<file path="src/rtl/frac_div_pkg.sv">
`timescale 1ns/1ps
package frac_div_pkg;
  typedef enum logic [1:0] {
    FD_BYPASS = 2'd0,
    FD_RSVD1  = 2'd1,
    FD_DUAL   = 2'd2,
    FD_RSVD3  = 2'd3
  } fd_mode_e;
endpackage

</file>
<file path="src/rtl/fd_prediv.sv">
`timescale 1ns/1ps
// Half-step pre-divider: average tick rate 2/(hid+1), hid = 0 passes through.
module fd_prediv #(
  parameter int HID_W = 5
) (
  input  logic             clk_i,
  input  logic             rst_ni,
  input  logic             clr_i,
  input  logic [HID_W-1:0] hid_i,
  output logic             tick_o
);
  localparam int AW = HID_W + 1;

  logic [AW-1:0] acc_q, acc_d, lim, sum;
  logic          bypass;

  always_comb begin
    lim    = {1'b0, hid_i} + AW'(1);
    sum    = acc_q + AW'(2);
    bypass = (hid_i == '0);
    tick_o = bypass || (sum >= lim);
    if (clr_i || bypass)  acc_d = '0;
    else if (tick_o)      acc_d = sum - lim;
    else                  acc_d = sum;
  end

  always_ff @(posedge clk_i or negedge rst_ni) begin
    if (!rst_ni) acc_q <= '0;
    else         acc_q <= acc_d;
  end


  acc_bound_chk: assert property (@(posedge clk_i) disable iff (!rst_ni)
    acc_q <= {1'b0, hid_i});

  tick_gap_chk: assert property (@(posedge clk_i) disable iff (!rst_ni)
    (hid_i >= HID_W'(3) && tick_o && !clr_i) |=> !tick_o);
endmodule

</file>
<file path="src/rtl/fd_mnd.sv">
`timescale 1ns/1ps
// M/N accumulator: adds m per step, wraps modulo n, level from duty threshold.
module fd_mnd #(
  parameter int MND_W = 8
) (
  input  logic             clk_i,
  input  logic             rst_ni,
  input  logic             clr_i,
  input  logic             step_i,
  input  logic [MND_W-1:0] m_i,
  input  logic [MND_W-1:0] n_inv_i,
  input  logic [MND_W-1:0] d_inv_i,
  output logic             wrap_o,
  output logic             lvl_o
);
  localparam int SW = MND_W + 2;

  logic [MND_W-1:0] n_dec, d_dec;
  logic [SW-1:0]    m_w, n_w, duty, sum, acc_q, acc_d;
  logic             over;

  always_comb begin
    n_dec  = ~n_inv_i;
    d_dec  = ~d_inv_i;
    m_w    = SW'(m_i);
    n_w    = SW'(n_dec) + m_w;
    duty   = SW'(d_dec);
    sum    = acc_q + m_w;
    over   = (sum >= n_w);
    wrap_o = step_i && over;
    if (clr_i)        acc_d = '0;
    else if (!step_i) acc_d = acc_q;
    else if (over)    acc_d = sum - n_w;
    else              acc_d = sum;
    lvl_o  = (acc_d < duty);
  end

  always_ff @(posedge clk_i or negedge rst_ni) begin
    if (!rst_ni) acc_q <= '0;
    else         acc_q <= acc_d;
  end


  acc_range_chk: assert property (@(posedge clk_i) disable iff (!rst_ni)
    (m_i != '0) |-> (acc_q < n_w));

  hold_idle_chk: assert property (@(posedge clk_i) disable iff (!rst_ni)
    (!step_i && !clr_i) |=> $stable(acc_q));
endmodule

</file>
<file path="src/rtl/fd_commit.sv">
`timescale 1ns/1ps
// Pending/active configuration pair; pending is applied at a period boundary.
module fd_commit #(
  parameter int HID_W = 5,
  parameter int MND_W = 8
) (
  input  logic             clk_i,
  input  logic             rst_ni,
  input  logic             req_i,
  input  logic             boundary_i,
  input  logic [HID_W-1:0] hid_i,
  input  logic [1:0]       mode_i,
  input  logic [MND_W-1:0] m_i,
  input  logic [MND_W-1:0] n_inv_i,
  input  logic [MND_W-1:0] d_inv_i,
  output logic [HID_W-1:0] act_hid_o,
  output logic [1:0]       act_mode_o,
  output logic [MND_W-1:0] act_m_o,
  output logic [MND_W-1:0] act_n_inv_o,
  output logic [MND_W-1:0] act_d_inv_o,
  output logic             apply_o,
  output logic             done_o
);
  logic [HID_W-1:0] pnd_hid_q;
  logic [1:0]       pnd_mode_q;
  logic [MND_W-1:0] pnd_m_q, pnd_n_inv_q, pnd_d_inv_q;
  logic             pnd_v_q, pnd_v_d;

  always_comb begin
    apply_o = pnd_v_q && boundary_i;
    if (req_i)        pnd_v_d = 1'b1;
    else if (apply_o) pnd_v_d = 1'b0;
    else              pnd_v_d = pnd_v_q;
  end

  always_ff @(posedge clk_i or negedge rst_ni) begin
    if (!rst_ni) begin
      pnd_v_q <= 1'b0;
      done_o  <= 1'b0;
    end else begin
      pnd_v_q <= pnd_v_d;
      done_o  <= apply_o;
    end
  end

  always_ff @(posedge clk_i or negedge rst_ni) begin
    if (!rst_ni) begin
      pnd_hid_q   <= '0;
      pnd_mode_q  <= frac_div_pkg::FD_BYPASS;
      pnd_m_q     <= MND_W'(1);
      pnd_n_inv_q <= '1;
      pnd_d_inv_q <= '1;
    end else if (req_i) begin
      pnd_hid_q   <= hid_i;
      pnd_mode_q  <= mode_i;
      pnd_m_q     <= m_i;
      pnd_n_inv_q <= n_inv_i;
      pnd_d_inv_q <= d_inv_i;
    end
  end

  always_ff @(posedge clk_i or negedge rst_ni) begin
    if (!rst_ni) begin
      act_hid_o   <= '0;
      act_mode_o  <= frac_div_pkg::FD_BYPASS;
      act_m_o     <= MND_W'(1);
      act_n_inv_o <= '1;
      act_d_inv_o <= '1;
    end else if (apply_o) begin
      act_hid_o   <= pnd_hid_q;
      act_mode_o  <= pnd_mode_q;
      act_m_o     <= pnd_m_q;
      act_n_inv_o <= pnd_n_inv_q;
      act_d_inv_o <= pnd_d_inv_q;
    end
  end


  done_from_pend_chk: assert property (@(posedge clk_i) disable iff (!rst_ni)
    done_o |-> $past(pnd_v_q));

  act_hold_chk: assert property (@(posedge clk_i) disable iff (!rst_ni)
    !boundary_i |=> ($stable(act_hid_o) && $stable(act_mode_o) && $stable(act_m_o)));
endmodule

</file>
<file path="src/rtl/frac_clk_div.sv">
`timescale 1ns/1ps
module frac_clk_div #(
  parameter int HID_W = 5,
  parameter int MND_W = 8
) (
  input  logic             clk_src_i,
  input  logic             rst_ni,
  input  logic             cfg_req_i,
  input  logic [HID_W-1:0] cfg_hid_i,
  input  logic [1:0]       cfg_mode_i,
  input  logic [MND_W-1:0] cfg_m_i,
  input  logic [MND_W-1:0] cfg_n_inv_i,
  input  logic [MND_W-1:0] cfg_d_inv_i,
  output logic             clk_en_o,
  output logic             clk_o,
  output logic             commit_done_o
);
  import frac_div_pkg::*;

  logic [HID_W-1:0] act_hid;
  logic [1:0]       act_mode;
  logic [MND_W-1:0] act_m, act_n_inv, act_d_inv;
  logic             apply, tick, dual, step, wrap, lvl, boundary;
  logic             en_d, clk_d;

  fd_commit #(.HID_W(HID_W), .MND_W(MND_W)) u_commit (
    .clk_i       (clk_src_i),
    .rst_ni      (rst_ni),
    .req_i       (cfg_req_i),
    .boundary_i  (boundary),
    .hid_i       (cfg_hid_i),
    .mode_i      (cfg_mode_i),
    .m_i         (cfg_m_i),
    .n_inv_i     (cfg_n_inv_i),
    .d_inv_i     (cfg_d_inv_i),
    .act_hid_o   (act_hid),
    .act_mode_o  (act_mode),
    .act_m_o     (act_m),
    .act_n_inv_o (act_n_inv),
    .act_d_inv_o (act_d_inv),
    .apply_o     (apply),
    .done_o      (commit_done_o)
  );

  fd_prediv #(.HID_W(HID_W)) u_prediv (
    .clk_i  (clk_src_i),
    .rst_ni (rst_ni),
    .clr_i  (apply),
    .hid_i  (act_hid),
    .tick_o (tick)
  );

  fd_mnd #(.MND_W(MND_W)) u_mnd (
    .clk_i   (clk_src_i),
    .rst_ni  (rst_ni),
    .clr_i   (apply),
    .step_i  (step),
    .m_i     (act_m),
    .n_inv_i (act_n_inv),
    .d_inv_i (act_d_inv),
    .wrap_o  (wrap),
    .lvl_o   (lvl)
  );

  always_comb begin
    dual     = (act_mode == FD_DUAL);
    step     = tick && dual;
    boundary = dual ? wrap : tick;
    en_d     = boundary;
    clk_d    = dual ? lvl : tick;
  end

  always_ff @(posedge clk_src_i or negedge rst_ni) begin
    if (!rst_ni) begin
      clk_en_o <= 1'b0;
      clk_o    <= 1'b0;
    end else begin
      clk_en_o <= en_d;
      clk_o    <= clk_d;
    end
  end


  commit_on_edge_chk: assert property (@(posedge clk_src_i) disable iff (!rst_ni)
    commit_done_o |-> clk_en_o);

  bypass_clk_chk: assert property (@(posedge clk_src_i) disable iff (!rst_ni)
    ($past(act_mode) != FD_DUAL) |-> (clk_o == clk_en_o));
endmodule

</file>
<file path="config.mk">
export PLATFORM = sky130hd
export DESIGN_NAME = frac_clk_div
export DESIGN_NICKNAME = d
export VERILOG_FILES = /design/src/rtl/frac_div_pkg.sv /design/src/rtl/fd_prediv.sv /design/src/rtl/fd_mnd.sv /design/src/rtl/fd_commit.sv /design/src/rtl/frac_clk_div.sv
export SDC_FILE = /design/constraint.sdc
export NUM_CORES = 1
export LEC_CHECK = 0
export BUFFER_PORTS_ARGS = -buffer_cell sky130_fd_sc_hd__buf_2
export CAP_MARGIN = 15
export CORE_MARGIN = 4
export CORE_UTILIZATION = 50
export CTS_BUF_LIST = sky130_fd_sc_hd__clkbuf_4
export DETAILED_ROUTE_END_ITERATION = 8
export PLACE_DENSITY_LB_ADDON = 0.3
export REMOVE_ABC_BUFFERS = 1
export SKIP_LAST_GASP = 1
export SYNTH_ARGS = -nofsm -noshare
export SYNTH_HDL_FRONTEND = slang
export SYNTH_SLANG_ARGS = --single-unit
</file>
<file path="constraint.sdc">
create_clock -name clk_src_i -period 14.3 [get_ports clk_src_i]
set_input_delay 0.715 -clock clk_src_i [delete_from_list [all_inputs] [get_ports clk_src_i]]
set_output_delay 0.715 -clock clk_src_i [all_outputs]
set_load 0.01 [all_outputs]
</file>
==> results.toml <==
[synthesis]
synth_top_area_share_pct = 24.7
synthTopCellsByArea = "dfrtp_1 25%, dfstp_2 18%, ha_1 11%"
synthDominantAreaCellType = "dfrtp_1"
ys_async_sr_fraction_pct = 100
postSynth.topFlopCell = "dfrtp_1"
synth-edff-count = 0
synth_cell_types = 55
syn_area_per_cell_sq_um = 10.2
syn_inst = 475
ys_ff_latch = 82
yosys_warnings = 0
netlist_area_sq_um = 4860
ys_seq_area_share_pct = 43.1

[finish]
fill_cells = 870
antenna_cells = 0
area_delta_synth_final_pct = 8.44
post_route_cells_drive_above_1_share_pct = 26.4
nets = 585

[worst_setup_path]
cp-end-kind = "flop"
cp.arrival_ns = 6.54
crit_slowest_cell = "o21ba_1"
critPathLaunchType = "flop"
criticalPathCategory = "reg -> reg"
crit_path_max_fanout = 54
worstPathRequired_ns = 14.67
cpPeakStageDelay_ns = 0.59

[global_routing]
grt_pass1_vias = 3426
antenna_found_initial = 0
grt_pass1_wl_mm = 15.6
track_usage_pct = 17.0
grt_max_degree = 83
grt_overflow = 0

[clock_tree]
htree_levels = 3
cts_tree = "done"
clock-root-buffer = "clkbuf_4"
postCtsSetupBuffers = 0
clk_pin_slew_ns = 0.15
cts_max_path_buffers = 2
cts_made_buffers = 9
cts_resized = 0
insertion_delay_ns = 0.44
clock-sinks = 82
hold_buffers = 0

[timing]
fmax_mhz = 162
slew_headroom_pct = 34.4
fin_crit_sh_pct = 43.2
slew_viol_final = 0
period_needed_ns = 6.17
finClkSkew_ns = 0.0186
hold_violations = 0
worst_slew_pin_slew_ns = 0.984
setup_viol = 0
setup_tns_ns = 0
rsz0062_at_grt = "no"

[routing]
viasPerCell = 5.40
wl_mm = 8.99
via_count = 3457
drtIter0Drc = 174
ant_nets = 0
routedWlPerCell_um = 14.0
drt_pass1_iterations = 4
drc = 0

[die]
die_y_um = 107
placementRows = 35
design.die.area_sq_um = 11400
boundaryPins = 37
die_x_um = 107
core-area_sq_um = 9370
start_util_pct = 51.9

[placement]
portBuffers = 36
place.gp.congestion = 0.853
dp_hpwl_mm = 6.62

[hold_path]
hold_class = "in -> async"

[flow_run]
drv_cap = 0

[run_status]
status = "complete, no violations"
sequential cells by signal (all words and copies together), names as in the netlist, 6 cells and up:
name                  cells
u_commit.pnd_d_inv_q      8
u_commit.pnd_n_inv_q      8
u_prediv.acc_q            6
u_mnd.acc_q              10
u_commit.act_d_inv_o      8
u_commit.act_n_inv_o      8
u_commit.act_m_o          8
u_commit.pnd_m_q          8
layout by cell type, fill, tap and decap left out, types with 12 or more instances in the layout:
cell type and count:
dfrtp_1 48, dfstp_2 34, nand2_1 66, inv_1 26, ha_1 41, buf_2 35
xnor2_1 20, a21oi_1 22, nor2_1 29, mux2_2 37, o21ai_0 28, a211oi_1 12
path summary, 6_finish.rpt:
kind,startpoint,end,slack [ns],cells past startpoint
max in group asynchronous,rst_ni,u_prediv.acc_q[0],13.25,1
min in group clk_src_i,u_commit.pnd_d_inv_q[7],u_commit.act_d_inv_o[7],0.46,2
hold reg to reg,u_commit.pnd_d_inv_q[7],u_commit.act_d_inv_o[7],0.46,2
setup reg to reg,u_commit.act_n_inv_o[0],clk_o,8.13,28
hold / removal,rst_ni,u_commit.pnd_m_q[1],0.41,1
setup / recovery,u_commit.act_n_inv_o[0],clk_o,8.13,28
kinds of logic after synthesis:
group	share of synthesized area, %
simple gates	13.7
compound gates	13.3
flops	43.1
fa+ha+maj	12.2
buf+inv	3.86
mux	8.98
xor+xnor	4.86
layout make-up:
cell class | instances | area (sq um) | area share (%)
Multi-Input combinational cell | 350 | 2580 | 48.9
Sequential cell | 82 | 2090 | 39.7
Timing Repair Buffer | 36 | 183 | 3.46
Tap cell | 129 | 161 | 3.06
Inverter | 27 | 104 | 1.97
Clock inverter | 7 | 82.6 | 1.57
Clock buffer | 9 | 67.6 | 1.28
worst max-delay path, delay by kind of cell, from the launching register on:
| kind | cells | cell delay (ns) |
|---|---|---|
| adder cells (fa/ha/maj) | 4 | 1.02 |
| AND/OR/NAND/NOR | 7 | 1.00 |
| flip-flops | 1 | 0.54 |
| buffers and inverters | 3 | 0.37 |
| AO/OA/AOI/OAI | 14 | 3.10 |
synthesized netlist by cell type, drive strengths merged (4+ instances only):
| library cell | count |
|---|---|
| a211oi | 15 |
| a21o | 9 |
| a21oi | 22 |
| and3 | 4 |
| buf | 10 |
| clkbuf | 6 |
| dfrtp | 48 |
| dfstp | 34 |
| fa | 4 |
| ha | 41 |
| inv | 27 |
| mux2 | 37 |
| nand2 | 67 |
| nand2b | 5 |
| nand3 | 10 |
| nor2 | 29 |
| nor3 | 7 |
| o21ai | 28 |
| xnor2 | 20 |
| xor2 | 7 |
metal layers:
| layer | track usage (%) | share of wire, % | up-vias |
|---|---|---|---|
| li1 | - | - | 1723 |
| met1 | 23.2 | 48 | 1648 |
| met2 | 27.8 | 46 | 69 |
| met3 | 2.71 | 3.9 | 17 |
| met4 | 5.48 | 1.6 | 0 |
| met5 | 0 | 0 | - |
per-stage QoR:
stage | instances | area, sq um | utilization [%] | worst slack (ns) | hold WS (ns)
3_3_place_gp | 624 | 5120 | 54.7 | 8.46 | 0.440
5_1_grt | 640 | 5270 | 56.3 | 7.58 | 0.468
2_1_floorplan | 459 | 4780 | - | 8.89 | 0.419
4_1_cts | 640 | 5270 | 56.3 | 8.13 | 0.429
3_5_place_dp | 624 | 5120 | 54.7 | 8.15 | 0.442
6_report | 640 | 5270 | 56.3 | 8.13 | 0.413
Power is left out: the tool's default activity adds up to more than one toggle a clock period on the data nets, which glitch-free logic cannot reach.
